==> config.mk <==
export PLATFORM = sky130hd
export DESIGN_NAME = rail_guard_ctrl
export DESIGN_NICKNAME = d
export VERILOG_FILES = /design/src/rtl/rail_guard_pkg.sv /design/src/rtl/rg_enable_reg.sv /design/src/rtl/rg_level_reg.sv /design/src/rtl/rg_flag_comb.sv /design/src/rtl/rail_guard_ctrl.sv
export SDC_FILE = /design/constraint.sdc
export NUM_CORES = 1
export LEC_CHECK = 0
export ABC_CLOCK_PERIOD_IN_PS = 1500
export BUFFER_PORTS_ARGS = -buffer_cell sky130_fd_sc_hd__buf_4
export CORE_MARGIN = 2
export CORE_UTILIZATION = 35
export CTS_CLUSTER_DIAMETER = 120
export DETAILED_ROUTE_END_ITERATION = 10
export PLACE_DENSITY_LB_ADDON = 0.1
export SETUP_SLACK_MARGIN = 0.5
export SKIP_LAST_GASP = 1
export SYNTH_ARGS = -nofsm -noshare
export SYNTH_HDL_FRONTEND = slang
export SYNTH_SLANG_ARGS = --single-unit
==> constraint.sdc <==
create_clock -name clk -period 1.5 [get_ports clk]
set_input_delay 0.3 -clock clk [delete_from_list [all_inputs] [get_ports clk]]
set_output_delay 0.3 -clock clk [all_outputs]
set_load 0.01 [all_outputs]
==> src/rtl/rail_guard_pkg.sv <==
package rail_guard_pkg;
   typedef enum logic [1:0] {
      FM_ALL  = 2'b00,
      FM_ACC  = 2'b01,
      FM_BAT0 = 2'b10,
      FM_BAT1 = 2'b11
   } flag_mode_e;

   localparam logic [1:0] RG_ADDR_EN  = 2'd0;
   localparam logic [1:0] RG_ADDR_LVL = 2'd1;
   localparam logic [1:0] RG_ADDR_CFG = 2'd2;
endpackage

==> src/rtl/rg_enable_reg.sv <==
module rg_enable_reg #(
   parameter int RAILS = 6
) (
   input  logic             clk,
   input  logic             rst_n,
   input  logic             wr_stb,
   input  logic [RAILS-1:0] wr_bits,
   input  logic             kill,
   input  logic             in_low,
   output logic [RAILS-1:0] en_q,
   output logic [RAILS-1:0] rail_on
);
   if (RAILS < 1) begin : g_bad_rails
      $error("rg_enable_reg: RAILS must be at least 1");
   end

   always_ff @(posedge clk or negedge rst_n) begin
      if (!rst_n)                 en_q <= '0;
      else if (kill)              en_q <= '0;
      else if (wr_stb && !in_low) en_q <= wr_bits;
   end

   assign rail_on = kill ? '0 : en_q;

   assert_kill_off_R5: assert property (@(posedge clk) disable iff (!rst_n)
      kill |-> (rail_on == '0));
   assert_kill_clears_R5: assert property (@(posedge clk) disable iff (!rst_n)
      $past(kill) |-> (en_q == '0));
   assert_low_rejects_R6: assert property (@(posedge clk) disable iff (!rst_n)
      (wr_stb && in_low && !kill) |=> $stable(en_q));
endmodule

==> src/rtl/rg_level_reg.sv <==
module rg_level_reg #(
   parameter int FIELDS = 3,
   parameter int CODE_W = 2
) (
   input  logic                     clk,
   input  logic                     rst_n,
   input  logic                     wr_stb,
   input  logic [FIELDS*CODE_W:0]   wr_bits,
   input  logic [FIELDS:0]          en_i,
   output logic [FIELDS*CODE_W-1:0] codes_o,
   output logic                     sel_o
);
   localparam int TOP = FIELDS * CODE_W;

   if (FIELDS < 1 || CODE_W < 1) begin : g_bad_shape
      $error("rg_level_reg: FIELDS and CODE_W must be positive");
   end

   for (genvar i = 0; i < FIELDS; i++) begin : g_field
      always_ff @(posedge clk or negedge rst_n) begin
         if (!rst_n)
            codes_o[TOP-1-i*CODE_W -: CODE_W] <= '0;
         else if (wr_stb && !en_i[FIELDS-i])
            codes_o[TOP-1-i*CODE_W -: CODE_W] <= wr_bits[TOP-i*CODE_W -: CODE_W];
      end

      assert_locked_field_R3: assert property (@(posedge clk) disable iff (!rst_n)
         en_i[FIELDS-i] |=> $stable(codes_o[TOP-1-i*CODE_W -: CODE_W]));
   end

   always_ff @(posedge clk or negedge rst_n) begin
      if (!rst_n)                   sel_o <= 1'b0;
      else if (wr_stb && !en_i[0])  sel_o <= wr_bits[0];
   end

   assert_locked_sel_R3: assert property (@(posedge clk) disable iff (!rst_n)
      en_i[0] |=> $stable(sel_o));
endmodule

==> src/rtl/rg_flag_comb.sv <==
module rg_flag_comb
   import rail_guard_pkg::*;
#(
   parameter bit REGISTERED = 1'b0
) (
   input  logic       clk,
   input  logic       rst_n,
   input  flag_mode_e mode,
   input  logic       acc_low,
   input  logic       uv,
   input  logic       ov,
   input  logic       ovp,
   input  logic       hard_fault,
   output logic       flag
);
   logic acc_counts, bat_counts, fault;

   assign acc_counts = (mode == FM_ALL) || (mode == FM_ACC);
   assign bat_counts = (mode != FM_ACC);
   assign fault = (acc_low && acc_counts) || ((uv || ov || ovp) && bat_counts) || hard_fault;

   if (REGISTERED) begin : g_reg
      always_ff @(posedge clk or negedge rst_n) begin
         if (!rst_n) flag <= 1'b1;
         else        flag <= !fault;
      end
      assert_hard_fault_R10: assert property (@(posedge clk) disable iff (!rst_n)
         hard_fault |=> !flag);
   end else begin : g_comb
      assign flag = !fault;
      assert_hard_fault_R10: assert property (@(posedge clk) disable iff (!rst_n)
         hard_fault |-> !flag);
      assert_mode_acc_R11: assert property (@(posedge clk) disable iff (!rst_n)
         (mode == FM_ACC && !acc_low && !hard_fault) |-> flag);
   end
endmodule

==> src/rtl/rail_guard_ctrl.sv <==
module rail_guard_ctrl
   import rail_guard_pkg::*;
#(
   parameter int RAILS    = 6,
   parameter int FIELDS   = 3,
   parameter int CODE_W   = 2,
   parameter int DATA_W   = 8,
   parameter int ADDR_W   = 2,
   parameter bit FLAG_REG = 1'b0
) (
   input  logic                 clk,
   input  logic                 rst_n,
   input  logic                 wr_en,
   input  logic [ADDR_W-1:0]    wr_addr,
   input  logic [DATA_W-1:0]    wr_data,
   input  logic                 det_ovp,
   input  logic                 det_v6_sdn,
   input  logic                 det_v6_low,
   input  logic                 det_v6_present,
   input  logic                 det_uv,
   input  logic                 det_ov,
   input  logic                 det_acc_low,
   input  logic                 det_tsd,
   input  logic [RAILS-1:0]     det_oc,
   input  logic                 det_vdd_oc,
   output logic [RAILS-1:0]     rail_on,
   output logic [CODE_W-1:0]    lamp_code,
   output logic [CODE_W-1:0]    disc_code,
   output logic [CODE_W-1:0]    sound_code,
   output logic                 sys_sel,
   output logic                 core_on,
   output logic [CODE_W-1:0]    acc_thr,
   output logic [CODE_W-1:0]    uv_thr,
   output logic                 flag_out,
   output logic [2*DATA_W-1:0]  status_word
);
   localparam int LVL_W = FIELDS * CODE_W;
   localparam int CFG_W = 3 * CODE_W;

   if (DATA_W != 8 || RAILS != 6 || FIELDS != 3 || CODE_W != 2 || ADDR_W != 2) begin : g_bad_layout
      $error("rail_guard_ctrl: register layout requires 8-bit data, 6 rails, 3 two-bit fields");
   end

   logic             kill;
   logic [RAILS-1:0] en_q;
   logic [LVL_W-1:0] codes;
   logic [CFG_W-1:0] cfg_q;
   flag_mode_e       mode;
   logic             unused_bit0;

   assign kill        = det_ovp || det_v6_sdn || det_tsd;
   assign unused_bit0 = wr_data[0];

   rg_enable_reg #(.RAILS(RAILS)) u_en (
      .clk(clk), .rst_n(rst_n),
      .wr_stb(wr_en && wr_addr == RG_ADDR_EN),
      .wr_bits(wr_data[DATA_W-1 -: RAILS]),
      .kill(kill), .in_low(det_v6_low),
      .en_q(en_q), .rail_on(rail_on)
   );

   rg_level_reg #(.FIELDS(FIELDS), .CODE_W(CODE_W)) u_lvl (
      .clk(clk), .rst_n(rst_n),
      .wr_stb(wr_en && wr_addr == RG_ADDR_LVL),
      .wr_bits(wr_data[DATA_W-1 -: LVL_W+1]),
      .en_i(en_q[RAILS-1 -: FIELDS+1]),
      .codes_o(codes), .sel_o(sys_sel)
   );

   always_ff @(posedge clk or negedge rst_n) begin
      if (!rst_n)                              cfg_q <= '0;
      else if (wr_en && wr_addr == RG_ADDR_CFG) cfg_q <= wr_data[DATA_W-1 -: CFG_W];
   end

   assign acc_thr = cfg_q[CFG_W-1 -: CODE_W];
   assign uv_thr  = cfg_q[CFG_W-1-CODE_W -: CODE_W];
   assign mode    = flag_mode_e'(cfg_q[CODE_W-1:0]);

   assign lamp_code  = codes[LVL_W-1 -: CODE_W];
   assign disc_code  = codes[LVL_W-1-CODE_W -: CODE_W];
   assign sound_code = codes[CODE_W-1:0];

   rg_flag_comb #(.REGISTERED(FLAG_REG)) u_flag (
      .clk(clk), .rst_n(rst_n), .mode(mode),
      .acc_low(det_acc_low), .uv(det_uv), .ov(det_ov), .ovp(det_ovp),
      .hard_fault(det_tsd || det_vdd_oc),
      .flag(flag_out)
   );

   assign core_on = !det_tsd;

   assign status_word = {codes, sys_sel, det_v6_present,
                         det_acc_low, det_uv, det_ov, det_ovp, det_v6_sdn,
                         |det_oc, 2'b00};

   assert_tsd_dark_R7: assert property (@(posedge clk) disable iff (!rst_n)
      det_tsd |-> (!core_on && rail_on == '0));
   assert_cfg_hold_R4: assert property (@(posedge clk) disable iff (!rst_n)
      !(wr_en && wr_addr == RG_ADDR_CFG) |=> $stable({acc_thr, uv_thr}));
endmodule

=== After elaboration in Yosys (flattened, before gate mapping) ===
Index checks and enable logic that the tools add are counted.

* Flip-flop bits (word level): 19
* Logic and storage cells: 42

* Equality and inequality tests: 4
* Multiplexer cells: 3
* Reduce and logical (&&, ||, !) cells: 29

{| class="wikitable"
|+ Operators by type and width
! kind !! number
|-
| $mux W6 || 3
|-
| $logic_and A1 B1 Y1 || 10
|-
| $logic_or A1 B1 Y1 || 8
|-
| $logic_not A1 Y1 || 7
|-
| $reduce_or A6 Y1 || 1
|-
| $eq A2 B1 Y1 const B || 2
|-
| $logic_not A2 Y1 || 2
|-
| $eq A2 B2 Y1 const B || 1
|-
| $ne A2 B1 Y1 const B || 1
|-
| $reduce_bool A2 Y1 || 1
|}

=== Depth between registers and ports, before layout ===
* Depth in word-level cells: 6
* Depth in mapped cells: 3
* Mapped depth without buffers: 2

=== Cells and area by module ===
Synthesis repeated with hierarchy kept, for this count alone.

* Cell total of the unflattened synthesis: 90
* Area, all modules: 1,163.6 um2

{| class="wikitable"
|+ Modules (own cells, without submodules)
! module !! times used !! cells each !! area an instance (um2) !! seq. area each (um2)
|-
| rail_guard_ctrl || 1 || 41 || 431.7 || 150.1
|-
| rg_enable_reg || 1 || 27 || 365.4 || 150.1
|-
| rg_level_reg || 1 || 18 || 335.3 || 175.2
|-
| rg_flag_comb || 1 || 4 || 31.3 || 0.0
|}

=== Worst setup path after synthesis ===
Ideal clock, no wire load.

* Kind: input port to output port
* Start point: input port det_ov
* End point: output port flag_out
* Arrival time: 1.251 ns
* Slack: -0.051 ns
* Stages on the path: 2
* Buffers on the path: 0
* Cell sequence: or3_1 > a2111oi_1

* Cells in the longest elaborated chain, start to end: 6

{| class="wikitable"
|+ RTL lines
! element !! line !! RTL
|-
| start: declaration || rail_guard_ctrl.sv:21 || <nowiki>input logic det_ov,</nowiki>
|-
| $logic_or A1 B1 Y1 (2 in a row) || rg_flag_comb.sv:20 || <nowiki>assign fault = (acc_low && acc_counts) || ((uv || ov || ovp) && bat_counts) || hard_fault;</nowiki>
|-
| $logic_and A1 B1 Y1 || rg_flag_comb.sv:20 ||
|-
| $logic_or A1 B1 Y1 (2 in a row) || rg_flag_comb.sv:20 ||
|-
| $logic_not A1 Y1 || rg_flag_comb.sv:30 || <nowiki>assign flag = !fault;</nowiki>
|-
| end: declaration || rail_guard_ctrl.sv:34 || <nowiki>output logic flag_out,</nowiki>
|}

Every way passes these cells.

=== Worst setup path after layout ===
* Start point: register u_en.en_q[5]
* End point: output port rail_on[5]

* Cells in the longest elaborated chain, start to end: 1

{| class="wikitable"
|+ RTL lines
! element !! line !! RTL
|-
| start: declaration || rg_enable_reg.sv:10 || <nowiki>output logic [RAILS-1:0] en_q,</nowiki>
|-
| start signal: assignment || rg_enable_reg.sv:20 || <nowiki>else if (wr_stb && !in_low) en_q <= wr_bits;</nowiki>
|-
| $mux W6 || rg_enable_reg.sv:23 || <nowiki>assign rail_on = kill ? '0 : en_q;</nowiki>
|-
| end: declaration || rail_guard_ctrl.sv:26 || <nowiki>output logic [RAILS-1:0] rail_on,</nowiki>
|}

Every way passes these cells.

==> metrics.md <==
| Metric | Value |
|---|---|
| Status | `finished with violations` |
| Failing checks | `negative setup slack` |
| # diodes | `0` |
| Hold violation total from the final report | `0` |
| Startpoint Class | `flop` |
| Critical Path Fanout Max | `2` |
| Die span in x | `60.8 µm` |
| Int Pwr | `roughly 0.0011 W` |
| Reg2reg path depth | `3` |
| Avg WL per Cell | `approximately 14 µm` |
| Worst EP arrival | `roughly 1.3 ns` |
| Cell area after layout | `1840 µm²` |
| Row count | `20` |
| Endpoints failing setup | `7` |
| Synth Register Bits | `19` |
| Maxcap violations | `0` |
| Netlist cell types | `22` |
| Hold_sp | `wr_data[1]` |
| Fmax | `around 630 MHz` |
| CTS tree | `built` |
| Fin Clk Skew | `0.000978 ns` |
| Non-Filler Instances | `between 150 and 200` |
| Setup ws final | `-0.0837 ns` |
| Register area share after synthesis | `between 40% and 50%` |
| Nets | `around 180` |
| Via/cell ratio | `4.44` |
| Flop2flop setup slack | `0.26 ns` |
| First-pass GRT wire length | `roughly 3900 µm` |
| FFs w/ async S/R, synth | `between 90% and 100%` |
| Util after Layout | `around three fifths` |
| Hold path depth | `2` |
| Remaining antenna violation count | `0` |
| Top post-synthesis cells by area | `dfrtp_1 42%, buf_4 13%, mux2_2 12%` |
| HP Class | `input pin to flop` |
| Clk_lat worst skew | `around 0.29 ns` |
| Detailed Place HPWL | `between 1500 and 2000 µm` |
| Netlist Area Pre-Place | `approximately 1100 µm²` |
| Worst Setup Path Type | `flop to primary output` |
| Post-route minimum period | `roughly 1.6 ns` |
| Syn avg cell area | `~12 µm²` |
| # DRC | `0` |
| Worst Path Required | `~1.2 ns` |
| LEAKAGE | `a little under 0.9 nW` |
| Core area | `just over 3000 µm²` |
| Placed Cells | `between 150 and 200` |
| FF-to-FF End | `u_lvl.sel_o` |
| H-tree Lvls | `1` |
| Logic pwr share | `between 30% and 40%` |
| Post-synth top cells | `19 x buf_4, 19 x dfrtp_1, 12 x mux2_2` |
| Initial antenna violation count | `0` |
| Hold Path End | `u_lvl.sel_o` |
| Syn. warnings | `0` |
| Top-area cell type share of the netlist area | `between 40% and 50%` |
| Sw frac | `between 20% and 30%` |
| Die area | `~3700 µm²` |
| Pin count of the biggest net entering global routing | `20` |
| Post-synth top area cell | `dfrtp_1` |
| Final GP Congestion | `roughly 0.73` |
| # port buffers | `57` |
| Clock share of power | `17.3%` |
| TritonCTS sink count | `19` |
| Most used DFF post-synth | `dfrtp_1` |
| DRC marker count from the first detailed-route iteration | `10` |
| Post-Syn Instances | `between 90 and 100` |
| Via count | `roughly 860` |
| CTS root buffer | `clkbuf_4` |
| Worst-path clk slew | `0.10 ns` |
| Power per cell area | `796 nW/µm²` |
| Inserted Clock Buffers | `3` |
| IO Pins | `63` |
| Number of synthesized flops with an enable pin | `0` |
| Slew Viols, Final | `0` |
| Worst VDD drop | `0.717 mV` |
| Reg power frac | `44.0%` |
| Placed Area | `roughly 1500 µm²` |
| Total global routing overflow | `0` |
| Switch Pwr | `roughly 0.0004 W` |
| Area growth, synth to finish | `62.7%` |
| Die H | `about 61 µm` |
| CTS Buffer Depth | `2` |
| Endpoint class of the critical path | `primary output` |
| Routed WL | `around 2700 µm` |
| Share of the clock period used by the worst path after layout | `106%` |
| Initial cell density of the core | `37.0%` |
| DRT Pass-1 Iters | `3` |
| Vias in the first global route | `between 800 and 900` |
| Layout cells sized above 1 | `around three quarters` |
| RSZ-0062 raised after global routing | `yes` |
| R2R Path Start | `u_en.en_q[2]` |
| Total global routing track utilization | `14.8%` |
## how the worst max path moves through the flow
stage,start,endpoint,cells after the start
after detailed placement,det_ovp,flag_out,4
after global placement,det_ovp,flag_out,4
after floorplan,det_ov,flag_out,2
after CTS,u_en.en_q[5],rail_on[5],3
after global routing,cfg_q[1],flag_out,3
final,u_en.en_q[5],rail_on[5],3
## cell families (layout without fill, tap and decap cells)
group                  count (synthesis)  in the layout  share of synthesized area, %
AND/OR/NAND/NOR                       24             24                          21.2
buffers and inverters                 29             85                          17.3
AO/OA/AOI/OAI                          1              1                         0.886
other                                  1              2                         0.332
multiplexers                          19             19                          18.3
flip-flops                            19             19                          42.1
## cell usage in the layout (no fill, tap or decap)
cell type / netlist / layout
a2111oi_4: 0 / 1
and4bb_1: 3 / 1
and4bb_2: 0 / 2
buf_4: 19 / 37
buf_6: 2 / 35
buf_8: 0 / 1
clkbuf_1: 1 / 1
clkbuf_4: 0 / 3
conb_1: 1 / 2
dfrtp_1: 19 / 19
dlygate4sd3_1: 0 / 1
inv_2: 0 / 7
mux2_2: 12 / 6
mux2_4: 0 / 7
mux2i_1: 6 / 6
nand2_1: 1 / 1
nand2b_4: 0 / 1
nand3b_1: 1 / 1
nor2_1: 1 / 1
nor2b_2: 0 / 1
nor4_2: 0 / 1
nor4b_4: 1 / 1
nor4bb_4: 0 / 1
or3_4: 0 / 1
or4b_1: 10 / 6
or4b_4: 2 / 6
## per-stage QoR
step           setup slack, ns  power, W  setup TNS (ns)  hold WS, ns
6_report               -0.0837   0.00146          -0.448        0.236
2_1_floorplan            0.181  0.000903               0      0.00441
4_1_cts                -0.0933   0.00147          -0.517        0.229
5_1_grt                 -0.149   0.00154          -0.832        0.234
3_5_place_dp           -0.0537   0.00107         -0.0537        0.190
3_3_place_gp           -0.0427   0.00106         -0.0427        0.191
## metal layers
layer  up-vias  routed length (µm)  global-route usage (%)
met2        31                1370                    24.3
met3         2                 168                    4.90
li1        425                   -                       -
met5         -                   0                       0
met4         0                  18                    2.80
met1       404                1100                    19.1
## area by class of cell
class | instances | area, µm²
Clock buffer | 4 | 26.3
Fill cell | 282 | 1210
Inverter | 7 | 26.3
Multi-Input combinational cell | 46 | 558
Sequential cell | 19 | 475
Tap cell | 44 | 55.1
Timing Repair Buffer | 74 | 697
## flip-flops by register name (all words and copies together), names as in the netlist
name and cells:
cfg_q 6, u_en.en_q 6, u_lvl.codes_o 6, u_lvl.sel_o 1
## power groups by stage
stage | combinational (W) | sequential [W] | clock [W]
global route | 0.000604 | 0.000652 | 0.000281
floorplan | 0.000261 | 0.000642 | 0
detailed placement | 0.000434 | 0.000635 | 0
CTS | 0.000555 | 0.000645 | 0.000265
finish | 0.000566 | 0.000644 | 0.000253
global placement | 0.000430 | 0.000630 | 0
## worst max-delay path, cell delays in order (launching register included)
cell and delay [ns]:
dfrtp_1 0.35, or4b_4 0.48, inv_2 0.07, buf_6 0.09
## repair_timing
item,CTS,global route
buffers inserted,8,2
endpoints found under the hold margin,19,0
setup endpoints to repair,39,46
hold buffers,1,0
gates resized for setup,45,3
cloned,0,0
pin swaps,6,1
Note: power is estimated with default switching activity, not from simulation.
